--- config.mk ---
export PLATFORM = sky130hd
export DESIGN_NAME = yuv_cap_front
export DESIGN_NICKNAME = d
export VERILOG_FILES = /design/src/rtl/yuv_cap_front.sv
export SDC_FILE = /design/constraint.sdc
export NUM_CORES = 1
export LEC_CHECK = 0
export ABC_CLOCK_PERIOD_IN_PS = 6800
export CORE_AREA = 2 2 160 162
export DETAILED_ROUTE_END_ITERATION = 8
export DIE_AREA = 0 0 162 164
export HOLD_SLACK_MARGIN = 0.05
export SLEW_MARGIN = 20
export SYNTH_ARGS = -nofsm -noshare
export SYNTH_HDL_FRONTEND = slang
export SYNTH_SLANG_ARGS = --single-unit
--- constraint.sdc ---
create_clock -name clk -period 6.8 [get_ports clk]
set_clock_uncertainty 0.1 [all_clocks]
set_input_delay 0.68 -clock clk [delete_from_list [all_inputs] [get_ports clk]]
set_output_delay 0.68 -clock clk [all_outputs]
set_load 0.02 [all_outputs]
--- src/rtl/yuv_cap_front.sv ---
`timescale 1ns/1ps
module yuv_cap_front #(
  parameter int PIN_W    = 12,
  parameter int LANE_LSB = 2,
  parameter int PIX_W    = 8,
  parameter int CNT_W    = 12
) (
  input  logic               clk,
  input  logic               rst_n,
  input  logic [PIN_W-1:0]   pin_data,
  input  logic               pin_hs,
  input  logic               pin_vs,
  input  logic [PIN_W-1:0]   cfg_pin_en,
  input  logic [PIN_W-1:0]   cfg_data_en,
  input  logic               cfg_hs_pol,
  input  logic               cfg_vs_pol,
  input  logic [CNT_W-1:0]   cfg_h_start,
  input  logic [CNT_W-1:0]   cfg_h_len,
  input  logic [CNT_W-1:0]   cfg_v_start,
  input  logic [CNT_W-1:0]   cfg_v_len,
  input  logic [1:0]         cfg_in_order,
  input  logic [1:0]         cfg_out_order,
  input  logic               ctl_enable,
  input  logic               ctl_stop,
  output logic               out_valid,
  output logic [4*PIX_W-1:0] out_data,
  output logic               out_sof,
  output logic               out_eol,
  output logic               frame_done
);
  localparam int LANE_MSB = LANE_LSB + PIX_W - 1;
  localparam int IDX_W    = CNT_W + 1;
  localparam int END_W    = CNT_W + 2;
  localparam logic [PIN_W-1:0] LANE_MASK = PIN_W'(((1 << PIX_W) - 1) << LANE_LSB);

  function automatic logic [4*PIX_W-1:0] to_canon(input logic [1:0] ord,
      input logic [PIX_W-1:0] b0, input logic [PIX_W-1:0] b1,
      input logic [PIX_W-1:0] b2, input logic [PIX_W-1:0] b3);
    case (ord)
      2'd0:    return {b0, b1, b2, b3};
      2'd1:    return {b2, b1, b0, b3};
      2'd2:    return {b1, b0, b3, b2};
      default: return {b3, b0, b1, b2};
    endcase
  endfunction

  function automatic logic [4*PIX_W-1:0] from_canon(input logic [1:0] ord,
      input logic [4*PIX_W-1:0] c);
    logic [PIX_W-1:0] u, y0, v, y1;
    {u, y0, v, y1} = c;
    case (ord)
      2'd0:    return {u, y0, v, y1};
      2'd1:    return {v, y0, u, y1};
      2'd2:    return {y0, u, y1, v};
      default: return {y0, v, y1, u};
    endcase
  endfunction

  wire [PIN_W-1:0] pin_sel = pin_data & cfg_pin_en & cfg_data_en;
  wire unused_pins = ^(pin_sel & ~LANE_MASK);

  logic [PIX_W-1:0] px_q;
  logic             hs_q, vs_q, hs_prev, vs_prev;

  always_ff @(posedge clk or negedge rst_n) begin
    if (!rst_n) begin
      px_q    <= '0;
      hs_q    <= 1'b0;
      vs_q    <= 1'b0;
      hs_prev <= 1'b0;
      vs_prev <= 1'b0;
    end else begin
      px_q    <= pin_sel[LANE_MSB:LANE_LSB];
      hs_q    <= (pin_hs == cfg_hs_pol);
      vs_q    <= (pin_vs == cfg_vs_pol);
      hs_prev <= hs_q;
      vs_prev <= vs_q;
    end
  end

  wire hs_edge = hs_q & ~hs_prev;
  wire vs_edge = vs_q & ~vs_prev;

  logic [IDX_W-1:0] byte_cnt;
  logic [CNT_W-1:0] line_cnt;
  logic             grab;

  wire [IDX_W-1:0] byte_idx = hs_edge ? '0 : byte_cnt;
  wire [CNT_W-1:0] line_cur = (vs_edge ? '1 : line_cnt) + CNT_W'(hs_edge);
  wire             grab_cur = vs_edge ? (ctl_enable & ~ctl_stop) : grab;

  wire [END_W-1:0] h_first = {1'b0, cfg_h_start, 1'b0};
  wire [END_W-1:0] h_end   = ({2'b0, cfg_h_start} + {2'b0, cfg_h_len}) << 1;
  wire [END_W-1:0] idx_x   = {1'b0, byte_idx};
  wire [END_W-1:0] h_rel   = idx_x - h_first;
  wire [CNT_W:0]   v_end   = {1'b0, cfg_v_start} + {1'b0, cfg_v_len};
  wire [CNT_W:0]   line_x  = {1'b0, line_cur};

  wire       in_h   = (idx_x >= h_first) && (idx_x < h_end);
  wire       in_v   = (line_cur >= cfg_v_start) && (line_x < v_end);
  wire       take   = grab_cur && in_h && in_v;
  wire [1:0] slot   = h_rel[1:0];
  wire       emit   = take && (slot == 2'd3);
  wire       last_h = (idx_x == h_end - END_W'(1));
  wire       last_v = (line_x == v_end - (CNT_W + 1)'(1));
  wire       first_grp = (h_rel[END_W-1:2] == '0) && (line_cur == cfg_v_start);

  always_ff @(posedge clk or negedge rst_n) begin
    if (!rst_n) begin
      byte_cnt <= '1;
      line_cnt <= '1;
      grab     <= 1'b0;
    end else begin
      byte_cnt <= (&byte_idx) ? byte_idx : byte_idx + IDX_W'(1);
      line_cnt <= line_cur;
      grab     <= grab_cur;
    end
  end

  logic [PIX_W-1:0] hold0, hold1, hold2;

  always_ff @(posedge clk or negedge rst_n) begin
    if (!rst_n) begin
      hold0 <= '0;
      hold1 <= '0;
      hold2 <= '0;
    end else if (take) begin
      case (slot)
        2'd0:    hold0 <= px_q;
        2'd1:    hold1 <= px_q;
        2'd2:    hold2 <= px_q;
        default: ;
      endcase
    end
  end

  wire [4*PIX_W-1:0] canon = to_canon(cfg_in_order, hold0, hold1, hold2, px_q);

  always_ff @(posedge clk or negedge rst_n) begin
    if (!rst_n) begin
      out_valid  <= 1'b0;
      out_data   <= '0;
      out_sof    <= 1'b0;
      out_eol    <= 1'b0;
      frame_done <= 1'b0;
    end else begin
      out_valid  <= emit;
      out_sof    <= emit && first_grp;
      out_eol    <= emit && last_h;
      frame_done <= emit && last_h && last_v;
      if (emit) out_data <= from_canon(cfg_out_order, canon);
    end
  end
endmodule

=== Word-level counts from Yosys, hierarchy flattened ===
Cells that the tools add are included.

* Register bits: 98
* Bits in latches: 0
* Bits in writable memories: 0
* Bits in read-only memories: 0
* Bits of input ports: 96
* Output and inout bits: 36
* Word-level logic and storage cells: 70
* Memories: 0

* $add $sub $neg: 7
* Multipliers: 0
* Divide/modulo/power cells: 0
* Magnitude comparators: 4
* Equal/unequal tests: 12
* Shifts and indexed selects: 0
* Muxes and demuxes: 6
* Bitwise operators: 8
* Reduce and logical (&&, ||, !) cells: 17

{| class="wikitable"
|+ Operator list
! cell !! count
|-
| $pmux W32 S3 || 2
|-
| $add A12 B12 Y13 || 2
|-
| $mux W13 || 2
|-
| $and A10 B10 Y10 || 2
|-
| $eq A13 B14 Y1 || 1
|-
| $lt A13 B14 Y1 || 1
|-
| $sub A13 B13 Y14 || 1
|-
| $sub A14 B1 Y14 const B || 1
|-
| $add A13 B1 Y13 const B || 1
|-
| $eq A12 B13 Y1 || 1
|-
| $ge A13 B13 Y1 || 1
|-
| $lt A12 B13 Y1 || 1
|-
| $reduce_and A13 Y1 || 1
|-
| $sub A13 B1 Y13 const B || 1
|-
| $add A12 B1 Y12 || 1
|-
| $eq A12 B12 Y1 || 1
|-
| $ge A12 B12 Y1 || 1
|-
| $logic_not A12 Y1 || 1
|-
| $mux W12 || 1
|-
| $logic_and A1 B1 Y1 || 9
|-
| $eq A2 B2 Y1 const B || 4
|-
| $eq A2 B1 Y1 const B || 3
|-
| $logic_not A2 Y1 || 3
|-
| $reduce_and A2 Y1 || 3
|-
| 4 further kinds || 9
|}

=== Logic depth before layout (Yosys ltp) ===
Gate-level depths: netlist (run 1).

* Word-level depth: 10
* Gate-level depth with buffers: 22
* Depth with buffers taken out: 19

=== Worst setup path after synthesis (run 1) ===
No wires, ideal clock.

* Kind: input-to-reg
* Start: input port cfg_v_start[0]
* End: register out_data[0]
* Arrival time: 4.403 ns
* Required time: 6.575 ns
* Path slack: 2.172 ns
* Stages: 18
* Path buffers: 1
* Path through: ha_1 fa_1 a211oi_2 o21bai_1 a2111oi_0 nor3_1 xnor2_1 ha_1 nand2_1 nor2_1 o21ai_0 a21oi_1 o21ai_0 o211ai_1 a21oi_1 nor4b_4 buf_6 mux2_2

* Longest elaborated chain between the ends: 5
* Elaborated cells on any way between the ends: 6
* Those cells by class: 1 x add/sub; 2 x order compare; 3 x reduce/logical

{| class="wikitable"
|+ Ends and longest elaborated chain
! what !! line !! source
|-
| start, declared || 19 || <nowiki>input logic [CNT_W-1:0] cfg_v_start,</nowiki>
|-
| $add A12 B12 Y13 || 96 || <nowiki>wire [CNT_W:0] v_end = {1'b0, cfg_v_start} + {1'b0, cfg_v_len};</nowiki>
|-
| $lt A12 B13 Y1 || 100 || <nowiki>wire in_v = (line_cur >= cfg_v_start) && (line_x < v_end);</nowiki>
|-
| $logic_and A1 B1 Y1 * || 100 ||
|-
| $logic_and A1 B1 Y1 * || 101 || <nowiki>wire take = grab_cur && in_h && in_v;</nowiki>
|-
| $logic_and A1 B1 Y1 * || 103 || <nowiki>wire emit = take && (slot == 2'd3);</nowiki>
|-
| end signal, assigned || 151 || <nowiki>if (emit) out_data <= from_canon(cfg_out_order, canon);</nowiki>
|-
| end, declared || 26 || <nowiki>output logic [4*PIX_W-1:0] out_data,</nowiki>
|}

Every way passes the cells marked *; elsewhere a longest branch is shown, timed or not.
A chain may end at the register's enable or synchronous reset.

=== Final worst setup path (run 1) ===
* Start: input port cfg_v_start[0]
* End: register out_data[5]

Same word-level chain as after synthesis.

==> qor.yml, run 1 <==
critical_path:
  cp-end-kind: "register"
  max_stage_delay_ns: 0.47
  r2r-end: "out_data[5]$_DFFE_PN0P_"
  reg2reg_from: "hs_prev$_DFF_PN0_"
  crit_required_ns: 6.92
  path_cells: "clkdlybuf4s50_1 -> ha_1 -> fa_1 -> a211oi_2 -> o21bai_1 -> a2111oi_0 -> nor3_1 -> xnor2_1 -> ha_1 -> nand2_1 -> nor2_1 -> o21ai_0 -> a21oi_1 -> o21ai_0 -> o211ai_1 -> a21oi_1 -> nor4b_4 -> buf_4 -> mux2_2"
  critPathLaunchType: "input pin"
  worstRegToRegCells: 17
  path_class: "in2reg"
  critical_path_arrival_ns: 5.68
  slowest_stage: "buf_4"
  crit_fanout: 33
  ff2ff_setup_slack_ns: 1.60
cts:
  cts_tree: "built"
  cts-root-buf: "clkbuf_16"
  cts_hold_buf: 0
  cts.sinks: 98
  cts_setup_buffers: 0
  cts-htree-levels: 3
  cts_resized: 0
  cts.clk_slew.worst_paths_ns: 0.07
  cts.path.max_buffers: 2
  clock_latency_ns: 0.34
  cts_buffers: 9
power:
  total_power_uw: 2143
  cellLeakagePower_uw: 0.004601
  ir_worst_vdd_v: 0.0001125
  power.density_mw_per_mm2: 208.3
placement:
  dp_slack_ns: 0.9040
  place_congestion: 0.8887
  place_hpwl_mm: 15.78
  port_buffers: 119
yosys:
  synth_warnings: 0
  ys_types: 79
  synth-seq-area-share: 0.2915
  synth-seq-cells: 98
  syn_area_per_cell_um2: 9.572
  syn_inst: 890
  netlist_area_mm2: 0.008519
  synth_fp_nets: 1062
  async_reset_ff_frac: 1.000
  synth_ff_type: "dfrtp_1"
  synth-edff-count: 0
route:
  drt-wirelength-per-cell_um: 15.12
  wl_met3_um: 600
  drcViolationCount: 0
  first_pass_iters: 5
  ant_nets: 0
  top_layer_used: "met4"
  drtIter0Drc: 346
  wl_mm: 20.02
  met2_length_mm: 9.401
  met1_length_mm: 9.814
  vias_per_cell: 5.195
  via_count: 6878
floorplan:
  ioPinCount: 132
  die-area_mm2: 0.02657
  num_rows: 58
  fp.dieW_um: 162
  initial_core_util: 0.3433
  coreArea_mm2: 0.02482
  die_y_um: 164
cells_and_area:
  layout-drive-gt1-share: 0.1579
  antenna_cells: 0
  post-route-util: 0.4144
  layout_commonest_cell: "clkdlybuf4s50_1"
  final_cell_mix: "clkdlybuf4s50_1 (116), ha_1 (73), dfrtp_1 (73)"
  final_nets: 1161
  syn_to_final_growth_pct: 20.74
sta:
  tightest_slew_ns: 0.9762
  holdWs_ns: 0.1783
  hold_viol: 0
  slew_violations: 0
  setup_viol: 0
  fmax_ghz: 0.1798
  post-route-min-period_ns: 5.561
  finalCritPeriodShare: 0.8178
  setup_slack_ns: 1.239
  slew-limit-headroom: 0.3471
  rsz0062_at_grt: "no"
  setup_tns_ns: 0
run_status:
  status: "finished, final reports clean"
global_route:
  antenna_found_initial: 0
  track_usage: 0.1538
  grt_max_degree: 66
  gr-total-overflow: 0
  grt_pass1_wl_mm: 33.58
  grt_pass1_vias: 6748
hold_path:
  hold_path_class: "in2async"
flow_run:
  maxCapViolations: 0
[per-stage QoR]
stage	instance area [um2]	std cells
6_report	10290	1324
5_1_grt	10290	1324
4_1_cts	10290	1324
3_5_place_dp	9967	1308
3_3_place_gp	9967	1308
2_1_floorplan	8519	890
[critical path, delay by kind of cell]
kind	cells	cell delay (ns)
AOI/OAI and AO/OA	8	1.63
adders and majority gates	3	1.04
buffers and inverters	2	0.91
and+or+nand+nor	4	0.60
xor gates and xnor gates	1	0.42
muxes	1	0.39
[kinds of logic (layout without fill, tap and decap cells)]
| logic type | count (synthesis) | after routing | share of synthesized area |
|---|---|---|---|
| AOI/OAI and AO/OA | 201 | 201 | 0.1583 |
| adders and majority gates | 77 | 77 | 0.1156 |
| muxes | 113 | 113 | 0.1748 |
| buffers and inverters | 93 | 197 | 0.04553 |
| DFF | 98 | 98 | 0.2915 |
| xor gates and xnor gates | 64 | 64 | 0.06580 |
| and+or+nand+nor | 244 | 244 | 0.1485 |
[how the worst max path moves through the flow]
stage | from | to | cells after the start
final | cfg_v_start[0] | out_data[5]$_DFFE_PN0P_ | 19
after detailed placement | cfg_v_start[0] | out_data[5]$_DFFE_PN0P_ | 19
after global routing | cfg_v_start[0] | out_data[12]$_DFFE_PN0P_ | 19
after CTS | cfg_v_start[0] | out_data[19]$_DFFE_PN0P_ | 19
after floorplan | cfg_v_start[0] | out_data[0]$_DFFE_PN0P_ | 18
after global placement | cfg_v_start[0] | out_data[16]$_DFFE_PN0P_ | 19
[cell usage after synthesis, types with 8 or more instances]
cell       n  area [um2]
dfrtp_1   73        1827
ha_1      73       913.4
mux2_2    62       698.2
nor2_1    61       229.0
inv_1     59       221.5
nand2_1   58       217.7
a21oi_1   51       255.2
o21ai_0   45       225.2
xnor2_1   45       394.1
dfstp_2   25       656.9
a21o_1    21       157.7
nor3_1    21       105.1
clkbuf_1  19       71.32
mux2i_1   19       190.2
xor2_1    19       166.4
and3_1    17       106.4
mux2_4    16       240.2
mux4_2    16       360.4
nand3_1   15       75.07
nor2b_1   11       68.82
nand4_1   10       62.56
nand2b_1   9       56.30
o21a_1     8       60.06
[final cells by class]
| cell class | count | area (um2) |
|---|---|---|
| clock buffer | 9 | 225.2 |
| sequential | 98 | 2484 |
| tap | 330 | 412.9 |
| inverter | 59 | 221.5 |
| fill | 2471 | 14530 |
| multi-input combinational | 699 | 5648 |
| clock inverter | 7 | 93.84 |
| timing repair buffer | 122 | 1201 |
[routing by layer]
layer  vias to the layer above  global-route usage
li1                       3457                   -
met1                      3281              0.2140
met2                       127              0.2605
met3                        13             0.01616
met4                         0             0.03017
met5                         -                   0
[power breakdown]
part | internal (uW) | switching, uW | leakage [uW] | total (uW)
Clock | 296 | 241 | 0.000153 | 537
Sequential | 664 | 50.1 | 0.00127 | 714
Combinational | 400 | 492 | 0.00318 | 892
Total | 1360 | 783 | 0.00460 | 2140
[registers in the layout (all words and copies together), names as in the netlist, 8 cells and up]
register and cells:
out_data 32, byte_cnt 13, line_cnt 12, hold0 8
hold1 8, hold2 8, px_q 8
Power figures use the tool's default switching activity.
==> run 2: changes to the inputs <==
Settings changed: ABC_CLOCK_PERIOD_IN_PS 6800 to 5500.
Clock period 6.8 ns to 5.5 ns, I/O delays scaled along.
==> run 2 against run 1 <==
Against the previous run: die area is the same; critical path depth up 2; non-clock buffer count rose by 20; first-iteration DRC count shrank 14%; utilization increased by 0.72 points; total power is 24% higher; critical path type unchanged; critical endpoint is now hold0[7]$_DFFE_PN0P_; largest cell class unchanged; largest power group unchanged.
==> qor.yml, run 2 (same netlist as run 1, synthesis figures left out) <==
critical_path:
  path_class: "in2reg"
  critPathLaunchType: "input pin"
  slowest_stage: "fa_1"
  cp-end-kind: "register"
  critical_path_arrival_ns: 5.01
  crit_fanout: 8
  crit_required_ns: 5.63
  critPathTopFamily: "compound AO/OA/AOI/OAI gates"
  worst-path-buf-inv: 3
  path_cells: "clkdlybuf4s50_1 -> ha_1 -> fa_1 -> a211oi_2 -> o21bai_1 -> a2111oi_0 -> nor3_1 -> xnor2_1 -> ha_1 -> nand2_1 -> nor2_1 -> o21ai_0 -> a21oi_1 -> o21ai_0 -> o211ai_1 -> a21oi_1 -> buf_4 -> nand2b_1 -> or3b_1 -> buf_4 -> mux2_4"
  max_stage_delay_ns: 0.44
sta:
  holdWs_ns: 0.2807
  slew-limit-headroom: 0.3457
  setup_viol: 0
  hold_viol: 0
  rsz0062_at_grt: "no"
  slew_violations: 0
  finalCritPeriodShare: 0.8882
  fmax_ghz: 0.2047
  setup_tns_ns: 0
  post-route-min-period_ns: 4.885
  tightest_slew_ns: 0.9784
cells_and_area:
  fin_cells: 1344
  layout_commonest_cell: "clkdlybuf4s50_1"
  largest_reg_flops: 32
  final_nets: 1181
  fillerInstances: 2462
  reg_top3: "out_data: 32 flops, byte_cnt: 13 flops, line_cnt: 12 flops"
  regArea_mm2: 0.002484
  layout-drive-gt1-share: 0.1736
  top_register: "out_data"
  final_cell_mix: "clkdlybuf4s50_1 (116), ha_1 (73), dfrtp_1 (73)"
  syn_to_final_growth_pct: 22.82
  antenna_cells: 0
  multiInputGateArea_mm2: 0.005648
  post-route-util: 0.4216
cts:
  cts.clk_slew.worst_paths_ns: 0.07
  cts.sinks: 98
  cts.path.max_buffers: 2
  cts_tree: "built"
  clock_latency_ns: 0.34
  cts-htree-levels: 3
  cts_resized: 0
  cts-root-buf: "clkbuf_16"
  cts_buffers: 9
flow_run:
  maxCapViolations: 0
floorplan:
  coreArea_mm2: 0.02482
  fp.dieW_um: 162
  initial_core_util: 0.3433
  die-area_mm2: 0.02657
  ioPinCount: 132
  num_rows: 58
  die_y_um: 164
power:
  p_switching_uw: 964.8
  power.density_mw_per_mm2: 254.7
  clock_power_share: 0.249
  cellLeakagePower_uw: 0.004701
  total_power_uw: 2665
  p_seq_frac: 0.330
  p_comb_frac: 0.421
  power.internal_uw: 1701
  sw_frac_of_total: 0.3620
  ir_worst_vdd_v: 0.0001608
placement:
  place_congestion: 0.8737
  dp.cells: 1327
  port_buffers: 119
  place_hpwl_mm: 16.02
hold_path:
  hold_path_class: "reg2reg"
route:
  vias_per_cell: 5.192
  ant_nets: 0
  drcViolationCount: 0
  via_count: 6978
  first_pass_iters: 5
  wl_mm: 20.02
  drtIter0Drc: 296
  drt-wirelength-per-cell_um: 14.90
run_status:
  status: "finished, final reports clean"
global_route:
  grt_max_degree: 70
  gr-total-overflow: 0
  track_usage: 0.1542
  grt_pass1_wl_mm: 33.22
  grt_pass1_vias: 6546
  antenna_found_initial: 0
run 2: power groups by stage:
stage               Combinational (uW)  Clock (uW)  Sequential (uW)
finish                            1120         663              880
global route                      1270         721              893
CTS                               1120         692              879
detailed placement                1120           0              892
global placement                  1100           0              890
floorplan                          828           0              870
run 2: layout make-up:
class                   instances  share of cell area
multi-input cells             699              0.5398
flip-flops and latches         98              0.2374
repair buffers                142              0.1318
well taps                     330             0.03946
clock buffers                   9             0.02152
inverters                      59             0.02116
clock inverters                 7            0.008968
run 2: worst paths after layout:
check,start,endpoint,slack [ns],depth (start not counted)
hold reg to reg,hs_q$_DFF_PN0_,hs_prev$_DFF_PN0_,0.28,0
setup / recovery,cfg_v_start[0],hold0[7]$_DFFE_PN0P_,0.61,21
min in group asynchronous,rst_n,vs_prev$_DFF_PN0_,0.59,2
max in group asynchronous,rst_n,px_q[7]$_DFF_PN0_,3.51,3
setup reg to reg,vs_q$_DFF_PN0_,hold0[7]$_DFFE_PN0P_,0.96,18
hold / removal,hs_q$_DFF_PN0_,hs_prev$_DFF_PN0_,0.28,0
run 2: per-layer routing:
| layer | wire, um | GRT usage | part of all wire |
|---|---|---|---|
| met3 | 683 | 0.01970 | 0.034 |
| met5 | 0 | 0 | 0 |
| met1 | 9783 | 0.2186 | 0.49 |
| met4 | 240 | 0.03741 | 0.012 |
| met2 | 9313 | 0.2501 | 0.47 |
run 2: what timing repair did:
item / 4_1_cts / 5_1_grt
hold buffers: 1 / 0
setup buffers: 0 / 0
endpoints found under the hold margin: 7 / 0
run 2: through the flow:
stage / instance area, um2 / worst slack [ns]
6_report: 10460 / 0.6148
4_1_cts: 10460 / 0.5831
3_3_place_gp: 10130 / 0.2161
2_1_floorplan: 8519 / 1.002
5_1_grt: 10460 / 0.2826
3_5_place_dp: 10130 / 0.2017
==> run 3: changes to the inputs <==
Settings changed: CORE_AREA 2 2 160 162 to 3 3 161 163, DIE_AREA 0 0 162 164 to 0 0 164 166, GPL_TIMING_DRIVEN set to 0.
==> run 3 against run 2 <==
Against the previous run: global-route usage grew 0.95 points; utilization is 0.60 points higher; largest cell class unchanged; largest power group unchanged; clock power fell by 1%; die area increased by 2.5%.
==> qor.yml, run 3 (same netlist as run 1, synthesis figures left out) <==
power:
  p_switching_uw: 974.0
  clock_power_share: 0.244
  cellLeakagePower_uw: 0.004695
  p_seq_frac: 0.327
  power.internal_uw: 1703
  power.density_mw_per_mm2: 255.9
  p_comb_frac: 0.428
  sw_frac_of_total: 0.3639
  total_power_uw: 2677
  ir_worst_vdd_v: 0.0001475
placement:
  place_congestion: 0.8288
  place_hpwl_mm: 17.26
  dp.cells: 1330
  placed_cell_area_mm2: 0.01010
  port_buffers: 115
global_route:
  grt_pass1_vias: 7016
  grt_pass1_wl_mm: 36.23
  gr-total-overflow: 0
  grt_max_degree: 66
  track_usage: 0.1637
  antenna_found_initial: 0
route:
  wl_mm: 22.01
  drt-wirelength-per-cell_um: 16.31
  drcViolationCount: 0
  drtIter0Drc: 347
  via_count: 7069
  first_pass_iters: 5
  vias_per_cell: 5.240
  ant_nets: 0
cells_and_area:
  fillerInstances: 2434
  final_area_mm2: 0.01046
  final_nets: 1192
  reg_top3: "out_data: 32 flops, byte_cnt: 13 flops, line_cnt: 12 flops"
  fin_cells: 1349
  final_cell_mix: "clkdlybuf4s50_1 (114), ha_1 (73), dfrtp_1 (73)"
  top_register: "out_data"
  layout_commonest_cell: "clkdlybuf4s50_1"
  largest_reg_flops: 32
  layout-drive-gt1-share: 0.1649
  syn_to_final_growth_pct: 22.79
  antenna_cells: 0
sta:
  finalCritPeriodShare: 0.9295
  post-route-min-period_ns: 5.112
  tightest_slew_ns: 0.9099
  slew_violations: 0
  holdWs_ns: 0.2745
  hold_viol: 0
  setup_viol: 0
  fmax_ghz: 0.1956
  slew-limit-headroom: 0.3934
  setup_tns_ns: 0
  rsz0062_at_grt: "no"
critical_path:
  worstRegToRegCells: 19
  critical_path_arrival_ns: 5.24
  crit_start: "vs_q$_DFF_PN0_"
  critPathLaunchType: "register"
  ff2ff_setup_slack_ns: 0.39
  cp-endpoint: "out_data[6]$_DFFE_PN0P_"
  cp-end-kind: "register"
  crit_required_ns: 5.63
  crit_fanout: 10
  path_class: "reg2reg"
  reg2reg_from: "vs_q$_DFF_PN0_"
  r2r-end: "out_data[6]$_DFFE_PN0P_"
hold_path:
  hold_path_class: "reg2reg"
floorplan:
  fp.dieW_um: 164
  ioPinCount: 132
  die-area_mm2: 0.02722
  coreArea_mm2: 0.02446
  num_rows: 57
  die_y_um: 166
  initial_core_util: 0.3483
cts:
  cts.path.max_buffers: 2
  cts-htree-levels: 3
  cts_buffers: 9
  cts.clk_slew.worst_paths_ns: 0.06
  clock_latency_ns: 0.35
  cts_tree: "built"
  cts.sinks: 98
  cts-root-buf: "clkbuf_16"
run_status:
  status: "finished, final reports clean"
flow_run:
  maxCapViolations: 0
-- run 3: cell types whose count changed in the layout (fill, tap and decap cells not counted), moves of 3 or more --
cell      change
clkbuf_1     +17
buf_4        -18
buf_6         +5
buf_1         +6
clkbuf_2      +3
-- run 3: layout make-up --
type                       instances  area [um2]  area share
clock inverter                     4       51.30    0.004904
inverter                          59       221.5     0.02117
tap                              324       405.4     0.03875
timing repair buffer             119        1205      0.1152
buffer                            34       170.2     0.01627
sequential                        98        2484      0.2374
clock buffer                      12       256.5     0.02452
multi-input combinational        699        5668      0.5418
-- run 3: repair_timing --
item	CTS	global route
setup buffers	2	0
gates resized for setup	0	9
setup endpoints to repair	35	60
hold endpoints to repair	8	0
hold buffers	1	0
pin swaps	0	0
-- run 3: worst min-delay path by stage --
stage	startpoint	to	slack, ns	cells after the start
2_1_floorplan	rst_n	frame_done$_DFF_PN0_	0.15	0
5_1_grt	vs_q$_DFF_PN0_	vs_prev$_DFF_PN0_	0.29	0
3_3_place_gp	vs_q$_DFF_PN0_	vs_prev$_DFF_PN0_	0.26	0
4_1_cts	vs_q$_DFF_PN0_	vs_prev$_DFF_PN0_	0.28	0
6_report	vs_q$_DFF_PN0_	vs_prev$_DFF_PN0_	0.27	0
3_5_place_dp	vs_q$_DFF_PN0_	vs_prev$_DFF_PN0_	0.26	0
-- run 3: metrics by stage --
stage,setup WS [ns],utilization
after global routing,0.02032,0.4277
final,0.3878,0.4277
after global placement,-0.4025,0.4119
after CTS,0.0007061,0.4267
after detailed placement,-0.3479,0.4131
after floorplan,1.002,-
-- run 3: power by group through the flow --
stage                     clock network, uW  logic (uW)  registers, uW
after global placement                    0        1110            886
after global routing                    701        1300            886
after detailed placement                  0        1130            886
after CTS                               673        1140            875
final                                   654        1150            876
after floorplan                           0         828            870
-- run 3: worst max-delay path, stage by stage, from the launching register on --
cell and delay [ns]:
dfrtp_1 0.37, nor2b_1 0.15, clkbuf_2 0.18, clkbuf_2 0.23
or2_2 0.31, ha_1 0.20, ha_1 0.28, nor2_1 0.22
a21oi_1 0.06, o21a_1 0.30, ha_1 0.33, nand4_1 0.20
o31a_1 0.37, o21ai_0 0.18, nand4_1 0.11, a21oi_1 0.36
nor4b_4 0.26, buf_4 0.21, buf_6 0.21, mux2_2 0.35
-- run 3: routing by layer --
layer / wire [um] / share of wire / global-route usage
met1: 10590 / 0.48 / 0.2301
met2: 10170 / 0.46 / 0.2655
met3: 889 / 0.040 / 0.01721
met4: 355 / 0.016 / 0.04855
met5: 0 / 0 / 0
